### src/rtl/mesi_pkg.sv
package mesi_pkg;

  typedef enum logic [2:0] {
    ST_I        = 3'd0,
    ST_S        = 3'd1,
    ST_E        = 3'd2,
    ST_M        = 3'd3,
    ST_WAIT_RD  = 3'd4,
    ST_WAIT_RDX = 3'd5,
    ST_WAIT_UPG = 3'd6
  } line_st_e;

  typedef enum logic [2:0] {
    OP_NONE  = 3'd0,
    OP_LOAD  = 3'd1,
    OP_STORE = 3'd2,
    OP_ADD   = 3'd3,
    OP_EVICT = 3'd4,
    OP_CLEAN = 3'd5
  } cpu_op_e;

  typedef enum logic [2:0] {
    SN_NONE     = 3'd0,
    SN_READ     = 3'd1,
    SN_READ_INV = 3'd2,
    SN_INV      = 3'd3,
    SN_PEER_WB  = 3'd4
  } snp_msg_e;

  typedef enum logic [1:0] {
    RQ_NONE     = 2'd0,
    RQ_READ     = 2'd1,
    RQ_READ_INV = 2'd2,
    RQ_INV      = 2'd3
  } req_msg_e;

  typedef enum logic [2:0] {
    DC_HOLD     = 3'd0,
    DC_LATCH    = 3'd1,
    DC_WRITE    = 3'd2,
    DC_ADD      = 3'd3,
    DC_FILL     = 3'd4,
    DC_FIN_MISS = 3'd5,
    DC_FIN_UPG  = 3'd6
  } data_cmd_e;

  function automatic logic is_wait(line_st_e s);
    return (s == ST_WAIT_RD) || (s == ST_WAIT_RDX) || (s == ST_WAIT_UPG);
  endfunction

  function automatic logic is_owner(line_st_e s);
    return (s == ST_M) || (s == ST_E);
  endfunction

endpackage

### src/rtl/mesi_ack_counter.sv
module mesi_ack_counter #(
  parameter int TARGET = 3
) (
  input  logic clk,
  input  logic rst,
  input  logic clr,
  input  logic inc,
  output logic full_o
);
  localparam int CW = $clog2(TARGET + 1);
  localparam logic [CW:0] TGT = (CW + 1)'(TARGET);

  logic [CW-1:0] cnt_q;
  logic [CW:0]   sum;

  assign sum    = {1'b0, cnt_q} + (CW + 1)'(inc);
  assign full_o = (sum == TGT);

  always_ff @(posedge clk) begin
    if (rst || clr) begin
      cnt_q <= '0;
    end else if (inc && ({1'b0, cnt_q} != TGT)) begin
      cnt_q <= cnt_q + 1'b1;
    end
  end

  AST_CNT_BOUND: assert property (@(posedge clk) disable iff (rst)
    ({1'b0, cnt_q} <= TGT));

endmodule

### src/rtl/mesi_next_state.sv
module mesi_next_state
  import mesi_pkg::*;
(
  input  line_st_e  state_q_i,
  input  cpu_op_e   op_i,
  input  snp_msg_e  snp_i,
  input  logic      rsp_valid_i,
  input  logic      rsp_seen_i,
  input  logic      cnt_full_i,
  output line_st_e  state_d_o,
  output req_msg_e  req_d_o,
  output logic      supply_d_o,
  output logic      ack_d_o,
  output logic      wb_d_o,
  output data_cmd_e dcmd_o
);

  logic local_ok;

  assign local_ok = (snp_i == SN_NONE) && !is_wait(state_q_i);

  always_comb begin
    state_d_o  = state_q_i;
    req_d_o    = RQ_NONE;
    supply_d_o = 1'b0;
    ack_d_o    = 1'b0;
    wb_d_o     = 1'b0;
    dcmd_o     = DC_HOLD;

    // snoop side
    case (snp_i)
      SN_READ: begin
        if (state_q_i == ST_M) begin
          supply_d_o = 1'b1;
          wb_d_o     = 1'b1;
          state_d_o  = ST_S;
        end else if (state_q_i == ST_E) begin
          supply_d_o = 1'b1;
          state_d_o  = ST_S;
        end
      end
      SN_READ_INV: begin
        ack_d_o = 1'b1;
        if (is_owner(state_q_i)) begin
          supply_d_o = 1'b1;
        end
        if (is_owner(state_q_i) || state_q_i == ST_S) begin
          state_d_o = ST_I;
        end
      end
      SN_INV: begin
        ack_d_o = 1'b1;
        if (is_owner(state_q_i) || state_q_i == ST_S) begin
          state_d_o = ST_I;
        end
      end
      SN_PEER_WB: begin
        if (state_q_i == ST_S && cnt_full_i) begin
          state_d_o = ST_E;
        end
      end
      default: ;
    endcase

    // completion of outstanding requests
    case (state_q_i)
      ST_WAIT_RD: begin
        if (rsp_valid_i) begin
          state_d_o = ST_S;
          dcmd_o    = DC_FILL;
        end
      end
      ST_WAIT_RDX: begin
        if ((rsp_valid_i || rsp_seen_i) && cnt_full_i) begin
          state_d_o = ST_M;
          dcmd_o    = DC_FIN_MISS;
        end
      end
      ST_WAIT_UPG: begin
        if (cnt_full_i) begin
          state_d_o = ST_M;
          dcmd_o    = DC_FIN_UPG;
        end
      end
      default: ;
    endcase

    // local side
    if (local_ok) begin
      case (op_i)
        OP_LOAD: begin
          if (state_q_i == ST_I) begin
            state_d_o = ST_WAIT_RD;
            req_d_o   = RQ_READ;
          end
        end
        OP_STORE, OP_ADD: begin
          case (state_q_i)
            ST_I: begin
              state_d_o = ST_WAIT_RDX;
              req_d_o   = RQ_READ_INV;
              dcmd_o    = DC_LATCH;
            end
            ST_S: begin
              state_d_o = ST_WAIT_UPG;
              req_d_o   = RQ_INV;
              dcmd_o    = DC_LATCH;
            end
            ST_E, ST_M: begin
              state_d_o = ST_M;
              dcmd_o    = (op_i == OP_ADD) ? DC_ADD : DC_WRITE;
            end
            default: ;
          endcase
        end
        OP_EVICT: begin
          if (state_q_i == ST_M) begin
            wb_d_o = 1'b1;
          end
          if (state_q_i != ST_I) begin
            state_d_o = ST_I;
          end
        end
        OP_CLEAN: begin
          if (state_q_i == ST_M) begin
            wb_d_o    = 1'b1;
            state_d_o = ST_E;
          end
        end
        default: ;
      endcase
    end
  end

endmodule

### src/rtl/mesi_line_data.sv
module mesi_line_data
  import mesi_pkg::*;
#(
  parameter int DATA_W = 16
) (
  input  logic              clk,
  input  logic              rst,
  input  data_cmd_e         cmd_i,
  input  logic              add_i,
  input  logic [DATA_W-1:0] wdata_i,
  input  logic              rsp_valid_i,
  input  logic [DATA_W-1:0] rsp_data_i,
  input  logic              supply_i,
  output logic [DATA_W-1:0] line_o,
  output logic [DATA_W-1:0] dout_o
);

  logic [DATA_W-1:0] line_q;
  logic [DATA_W-1:0] pend_w_q;
  logic              pend_add_q;
  logic [DATA_W-1:0] rsp_hold_q;
  logic [DATA_W-1:0] dout_q;
  logic [DATA_W-1:0] miss_base;

  assign miss_base = rsp_valid_i ? rsp_data_i : rsp_hold_q;

  always_ff @(posedge clk) begin
    if (rst) begin
      line_q     <= '0;
      pend_w_q   <= '0;
      pend_add_q <= 1'b0;
      rsp_hold_q <= '0;
      dout_q     <= '0;
    end else begin
      if (rsp_valid_i) rsp_hold_q <= rsp_data_i;
      if (supply_i)    dout_q     <= line_q;
      case (cmd_i)
        DC_LATCH: begin
          pend_w_q   <= wdata_i;
          pend_add_q <= add_i;
        end
        DC_WRITE:    line_q <= wdata_i;
        DC_ADD:      line_q <= line_q + wdata_i;
        DC_FILL:     line_q <= rsp_data_i;
        DC_FIN_MISS: line_q <= pend_add_q ? (miss_base + pend_w_q) : pend_w_q;
        DC_FIN_UPG:  line_q <= pend_add_q ? (line_q + pend_w_q) : pend_w_q;
        default: ;
      endcase
    end
  end

  assign line_o = line_q;
  assign dout_o = dout_q;

  AST_DATA_ONLY_ON_SUPPLY: assert property (@(posedge clk) disable iff (rst)
    !$past(supply_i) |-> $stable(dout_q));

endmodule

### src/rtl/mesi_line_ctrl.sv
module mesi_line_ctrl
  import mesi_pkg::*;
#(
  parameter int NUM_PEERS = 3,
  parameter int DATA_W    = 16
) (
  input  logic              clk,
  input  logic              rst,
  input  logic [2:0]        cpu_op_i,
  input  logic [DATA_W-1:0] cpu_wdata_i,
  output logic              cpu_ready_o,
  output logic [DATA_W-1:0] cpu_rdata_o,
  output logic [2:0]        line_st_o,
  input  logic [2:0]        snp_msg_i,
  input  logic              rsp_valid_i,
  input  logic [DATA_W-1:0] rsp_data_i,
  input  logic              ack_i,
  output logic [1:0]        req_msg_o,
  output logic              supply_o,
  output logic              inv_ack_o,
  output logic              mem_wb_o,
  output logic [DATA_W-1:0] data_o
);

  cpu_op_e   op;
  snp_msg_e  snp;
  line_st_e  state_q, state_d;
  req_msg_e  req_d, req_q;
  logic      supply_d, supply_q;
  logic      ack_d, ack_q;
  logic      wb_d, wb_q;
  logic      ready_q;
  logic      rsp_seen_q;
  logic      cnt_full;
  logic      cnt_inc;
  logic      cnt_clr;
  data_cmd_e dcmd;

  assign op  = cpu_op_e'(cpu_op_i);
  assign snp = snp_msg_e'(snp_msg_i);

  assign cnt_clr = (state_d != state_q);
  assign cnt_inc = ((state_q == ST_WAIT_RDX || state_q == ST_WAIT_UPG) && ack_i) ||
                   (state_q == ST_S && snp == SN_PEER_WB);

  mesi_ack_counter #(.TARGET(NUM_PEERS)) u_cnt (
    .clk    (clk),
    .rst    (rst),
    .clr    (cnt_clr),
    .inc    (cnt_inc),
    .full_o (cnt_full)
  );

  mesi_next_state u_ns (
    .state_q_i   (state_q),
    .op_i        (op),
    .snp_i       (snp),
    .rsp_valid_i (rsp_valid_i),
    .rsp_seen_i  (rsp_seen_q),
    .cnt_full_i  (cnt_full),
    .state_d_o   (state_d),
    .req_d_o     (req_d),
    .supply_d_o  (supply_d),
    .ack_d_o     (ack_d),
    .wb_d_o      (wb_d),
    .dcmd_o      (dcmd)
  );

  mesi_line_data #(.DATA_W(DATA_W)) u_data (
    .clk         (clk),
    .rst         (rst),
    .cmd_i       (dcmd),
    .add_i       (op == OP_ADD),
    .wdata_i     (cpu_wdata_i),
    .rsp_valid_i (rsp_valid_i),
    .rsp_data_i  (rsp_data_i),
    .supply_i    (supply_d || wb_d),
    .line_o      (cpu_rdata_o),
    .dout_o      (data_o)
  );

  always_ff @(posedge clk) begin
    if (rst) begin
      state_q    <= ST_I;
      req_q      <= RQ_NONE;
      supply_q   <= 1'b0;
      ack_q      <= 1'b0;
      wb_q       <= 1'b0;
      ready_q    <= 1'b1;
      rsp_seen_q <= 1'b0;
    end else begin
      state_q  <= state_d;
      req_q    <= req_d;
      supply_q <= supply_d;
      ack_q    <= ack_d;
      wb_q     <= wb_d;
      ready_q  <= !is_wait(state_d);
      if (state_d != state_q) begin
        rsp_seen_q <= 1'b0;
      end else if (state_q == ST_WAIT_RDX && rsp_valid_i) begin
        rsp_seen_q <= 1'b1;
      end
    end
  end

  assign cpu_ready_o = ready_q;
  assign line_st_o   = state_q;
  assign req_msg_o   = req_q;
  assign supply_o    = supply_q;
  assign inv_ack_o   = ack_q;
  assign mem_wb_o    = wb_q;

  AST_SUPPLY_FROM_OWNER: assert property (@(posedge clk) disable iff (rst)
    supply_o |-> $past(is_owner(state_q)));

  AST_REQ_FROM_IDLE: assert property (@(posedge clk) disable iff (rst)
    (req_msg_o != RQ_NONE) |-> $past(ready_q));

  AST_INV_ACKED: assert property (@(posedge clk) disable iff (rst)
    (snp == SN_INV) |=> inv_ack_o);

  AST_MISS_NEEDS_RSP: assert property (@(posedge clk) disable iff (rst)
    ($past(state_q) == ST_WAIT_RDX && state_q == ST_M) |->
      ($past(rsp_seen_q) || $past(rsp_valid_i)));

  AST_E_TO_M_SILENT: assert property (@(posedge clk) disable iff (rst)
    ($past(state_q) == ST_E && state_q == ST_M) |-> (req_msg_o == RQ_NONE));

  AST_READY_LOW_WAITING: assert property (@(posedge clk) disable iff (rst)
    is_wait(state_q) |-> !cpu_ready_o);

endmodule

### config.mk
export PLATFORM = sky130hd
export DESIGN_NAME = mesi_line_ctrl
export DESIGN_NICKNAME = d
export VERILOG_FILES = /design/src/rtl/mesi_pkg.sv /design/src/rtl/mesi_ack_counter.sv /design/src/rtl/mesi_next_state.sv /design/src/rtl/mesi_line_data.sv /design/src/rtl/mesi_line_ctrl.sv
export SDC_FILE = /design/constraint.sdc
export NUM_CORES = 1
export LEC_CHECK = 0
export ABC_AREA = 1
export BUFFER_PORTS_ARGS = -buffer_cell sky130_fd_sc_hd__buf_2
export CORE_MARGIN = 2
export CORE_UTILIZATION = 55
export CTS_CLUSTER_DIAMETER = 80
export DETAILED_ROUTE_END_ITERATION = 10
export GPL_ROUTABILITY_DRIVEN = 0
export GPL_TIMING_DRIVEN = 0
export PLACE_DENSITY = 0.84
export SYNTH_ARGS = -nofsm -noshare
export SYNTH_HDL_FRONTEND = slang
export SYNTH_SLANG_ARGS = --single-unit
### constraint.sdc
create_clock -name clk -period 4.1 [get_ports clk]
set_clock_uncertainty 0.2 [all_clocks]
set_input_delay 0.82 -clock clk [delete_from_list [all_inputs] [get_ports clk]]
set_output_delay 0.82 -clock clk [all_outputs]
set_load 0.005 [all_outputs]
==> impl_metrics.ini <==
[yosys]
ys_seq_area_share_pct = 23.1
synth_seq_cells = 77
ys_async_sr_fraction_pct = 0
syn_nets = 1237
yosys.cell_types.count = 41
synth_flop_cell = dfxtp_1
yosys_warnings = 0
synth_area_mm2 = 0.00667
avgSynthCellArea_um2 = 5.83
syn_inst = 1144
synth_edf_count = 0

[clocking]
cts_resized = 0
hold_buffers = 0
post_cts_buffers = 0
ctsRootBufferMaster = clkbuf_16
cts.sinks = 77
cts.path.max_buffers = 2
clk_pin_slew_ns = 0.06
insertion_delay_ns = 0.35
cts_buffers = 9
cts_tree = built
h-tree-depth = 3

[worst_setup_path]
cp_max_fo = 10
slowest_stage = dfxtp_1
critPathArrivalTime_ns = 3.65
path_delay_family = simple AND/OR/NAND/NOR gates
critPathMaxStageDelay_ns = 0.47
crit_required_ns = 4.11
end_kind = flop
path_cells = inv_2 > nand3_1 > inv_1 > a32o_1 > ha_1 > ha_1 > nand3_1 > nor2_2 > inv_2 > nand2_2 > nand3_4 > nand2_2 > buf_6 > nand2_1 > a21oi_1 > nand3_1 > nand2_1 > a21oi_1
start_kind = flop
path_class = reg -> reg
critPathMostFrequentCell = nand3_1
cp_num_buf_inv = 4

[sta]
fmax_mhz = 275
worst_pin_slew_ns = 0.729
hold_violations = 0
holdWs_ns = 0.268
relSlewSlack_pct = 51.4
fin_tns_setup_ns = 0
timing.final.crit_share_pct = 88.8
setup_violations = 0
slew_violations = 0
rsz0062_at_grt = false
setup_ws_ns = 0.460
layout_min_cycle_time_ns = 3.64

[pwr]
swShare_pct = 28.5
p_seq_share_pct = 44.2
pwr_density_cell_mw_per_mm2 = 233
combPwrFrac_pct = 14.2
switchingPower_w = 0.000499
p_int_w = 0.00125
pwr-share-clk_pct = 41.6
p_leak_nw = 4.16
ir_drop_uv = 152

[placed_design]
io_buffers = 82
place_inst = 1373
dp_hpwl_mm = 16.9
dp_slack_ns = 0.267

[job]
cap_violations = 0

[grt]
grt_usage_pct = 33.0
globalRouteOverflowTotal = 0
grt_pass1_vias = 6879
grt_pass1_wl_mm = 33.6
antenna_found_initial = 0
grt_max_degree = 13

[die]
die_h_um = 114
coreArea_mm2 = 0.0119
dieWidth_um = 114
dieArea_mm2 = 0.0130
start_util_pct = 56.0
rows = 40
ios = 83

[final_layout]
layout_commonest_cell = nand2_1
area_delta_synth_final_pct = 12.8
antenna_cells = 0
final_cell_mix = nand2_1 (364), nor2_1 (144), inv_1 (137)
layoutNonFillerInstCount = 1387
drive_gt1_share_pct = 11.0
finalNetCount = 1330

[detailed_routing]
wl_mm = 21.1
firstDrtPassIters = 5
drcViolationCount = 0
viasPerCell = 5.52
antenna_left = 0
via_count = 7656
drt_iter0_drc = 717
wl_per_cell_um = 15.2

[status]
status = completed

[worst_hold_path]
hold_class = reg -> reg
[final timing paths]
kind / cells past startpoint / endpoint / from / slack (ns)
worst max register to register: 18 / u_data.line_o[8] / line_st_o[2] / 0.46
worst max-delay path: 18 / u_data.line_o[8] / line_st_o[2] / 0.46
worst min-delay path: 2 / u_data.rsp_hold_q[9] / u_data.rsp_hold_q[9] / 0.27
worst min register to register: 2 / u_data.rsp_hold_q[9] / u_data.rsp_hold_q[9] / 0.27
[flip-flops by register name (all words and copies together) (netlist names), 2 cells and up]
signal             count
u_data.dout_o         16
u_data.line_o         16
u_data.pend_w_q       16
u_data.rsp_hold_q     16
line_st_o              3
req_msg_o              2
u_cnt.cnt_q            2
[power by group through the flow]
stage / sequential (W) / combinational (W) / clock (W)
6_report: 0.000774 / 0.000248 / 0.000727
3_5_place_dp: 0.000790 / 0.000240 / 0
4_1_cts: 0.000773 / 0.000242 / 0.000727
5_1_grt: 0.000775 / 0.000274 / 0.000755
2_1_floorplan: 0.000786 / 0.000157 / 0
3_3_place_gp: 0.000789 / 0.000236 / 0
[cells by family after synthesis]
logic type                 after synthesis  share of synthesized area (%)
and+or+nand+nor                        662                           41.7
buffers and inverters                  173                           10.2
AOI/OAI and AO/OA                      163                           12.7
DFF                                     77                           23.1
adders and majority gates               51                           9.90
xor gates and xnor gates                17                           2.23
muxes                                    1                          0.150
[synth_stat cells (all sizes together) (3+ instances only)]
library cell	n	share of area [%]
a21oi	91	6.9
and2	6	0.56
and3	3	0.28
buf	13	1.2
clkbuf	15	0.84
dfxtp	77	23
fa	3	0.90
ha	48	9.0
inv	145	8.2
nand2	368	21
nand3	104	8.1
nand3b	6	0.68
nand4	12	1.1
nor2	148	8.8
nor3	3	0.22
o21ai	64	4.8
or2	11	1.0
xnor2	13	1.7
xor2	4	0.53
[cell type report]
cell class	instances	area (um^2)
Clock inverter	4	27.5
Fill cell	1171	4390
Sequential cell	77	1540
Tap cell	147	184
Timing Repair Buffer	82	410
Buffer	28	136
Inverter	145	547
Multi-Input combinational cell	894	4450
Clock buffer	10	229
[per-layer routing]
| metal | track usage (%) | vias to the layer above | wire, um |
|---|---|---|---|
| met2 | 54.7 | 364 | 9390 |
| met5 | 0 | - | 0 |
| li1 | - | 3849 | - |
| met3 | 4.82 | 66 | 2020 |
| met4 | 14.9 | 0 | 845 |
| met1 | 42.5 | 3377 | 8830 |
[worst min-delay path, delay by kind of cell (launching register included)]
| family | cells | cell delay, ns |
|---|---|---|
| flops | 1 | 0.30 |
| simple gates | 1 | 0.07 |
| compound gates | 1 | 0.05 |
[metrics by stage]
stage                     total power (W)  instance area (um^2)  utilization, %
after floorplan                  0.000943                  6670               -
after global placement            0.00103                  7270            61.0
after detailed placement          0.00103                  7270            61.0
after CTS                         0.00174                  7520            63.2
after global routing              0.00180                  7520            63.2
final                             0.00175                  7520            63.2
(Power assumes the default switching activity.)
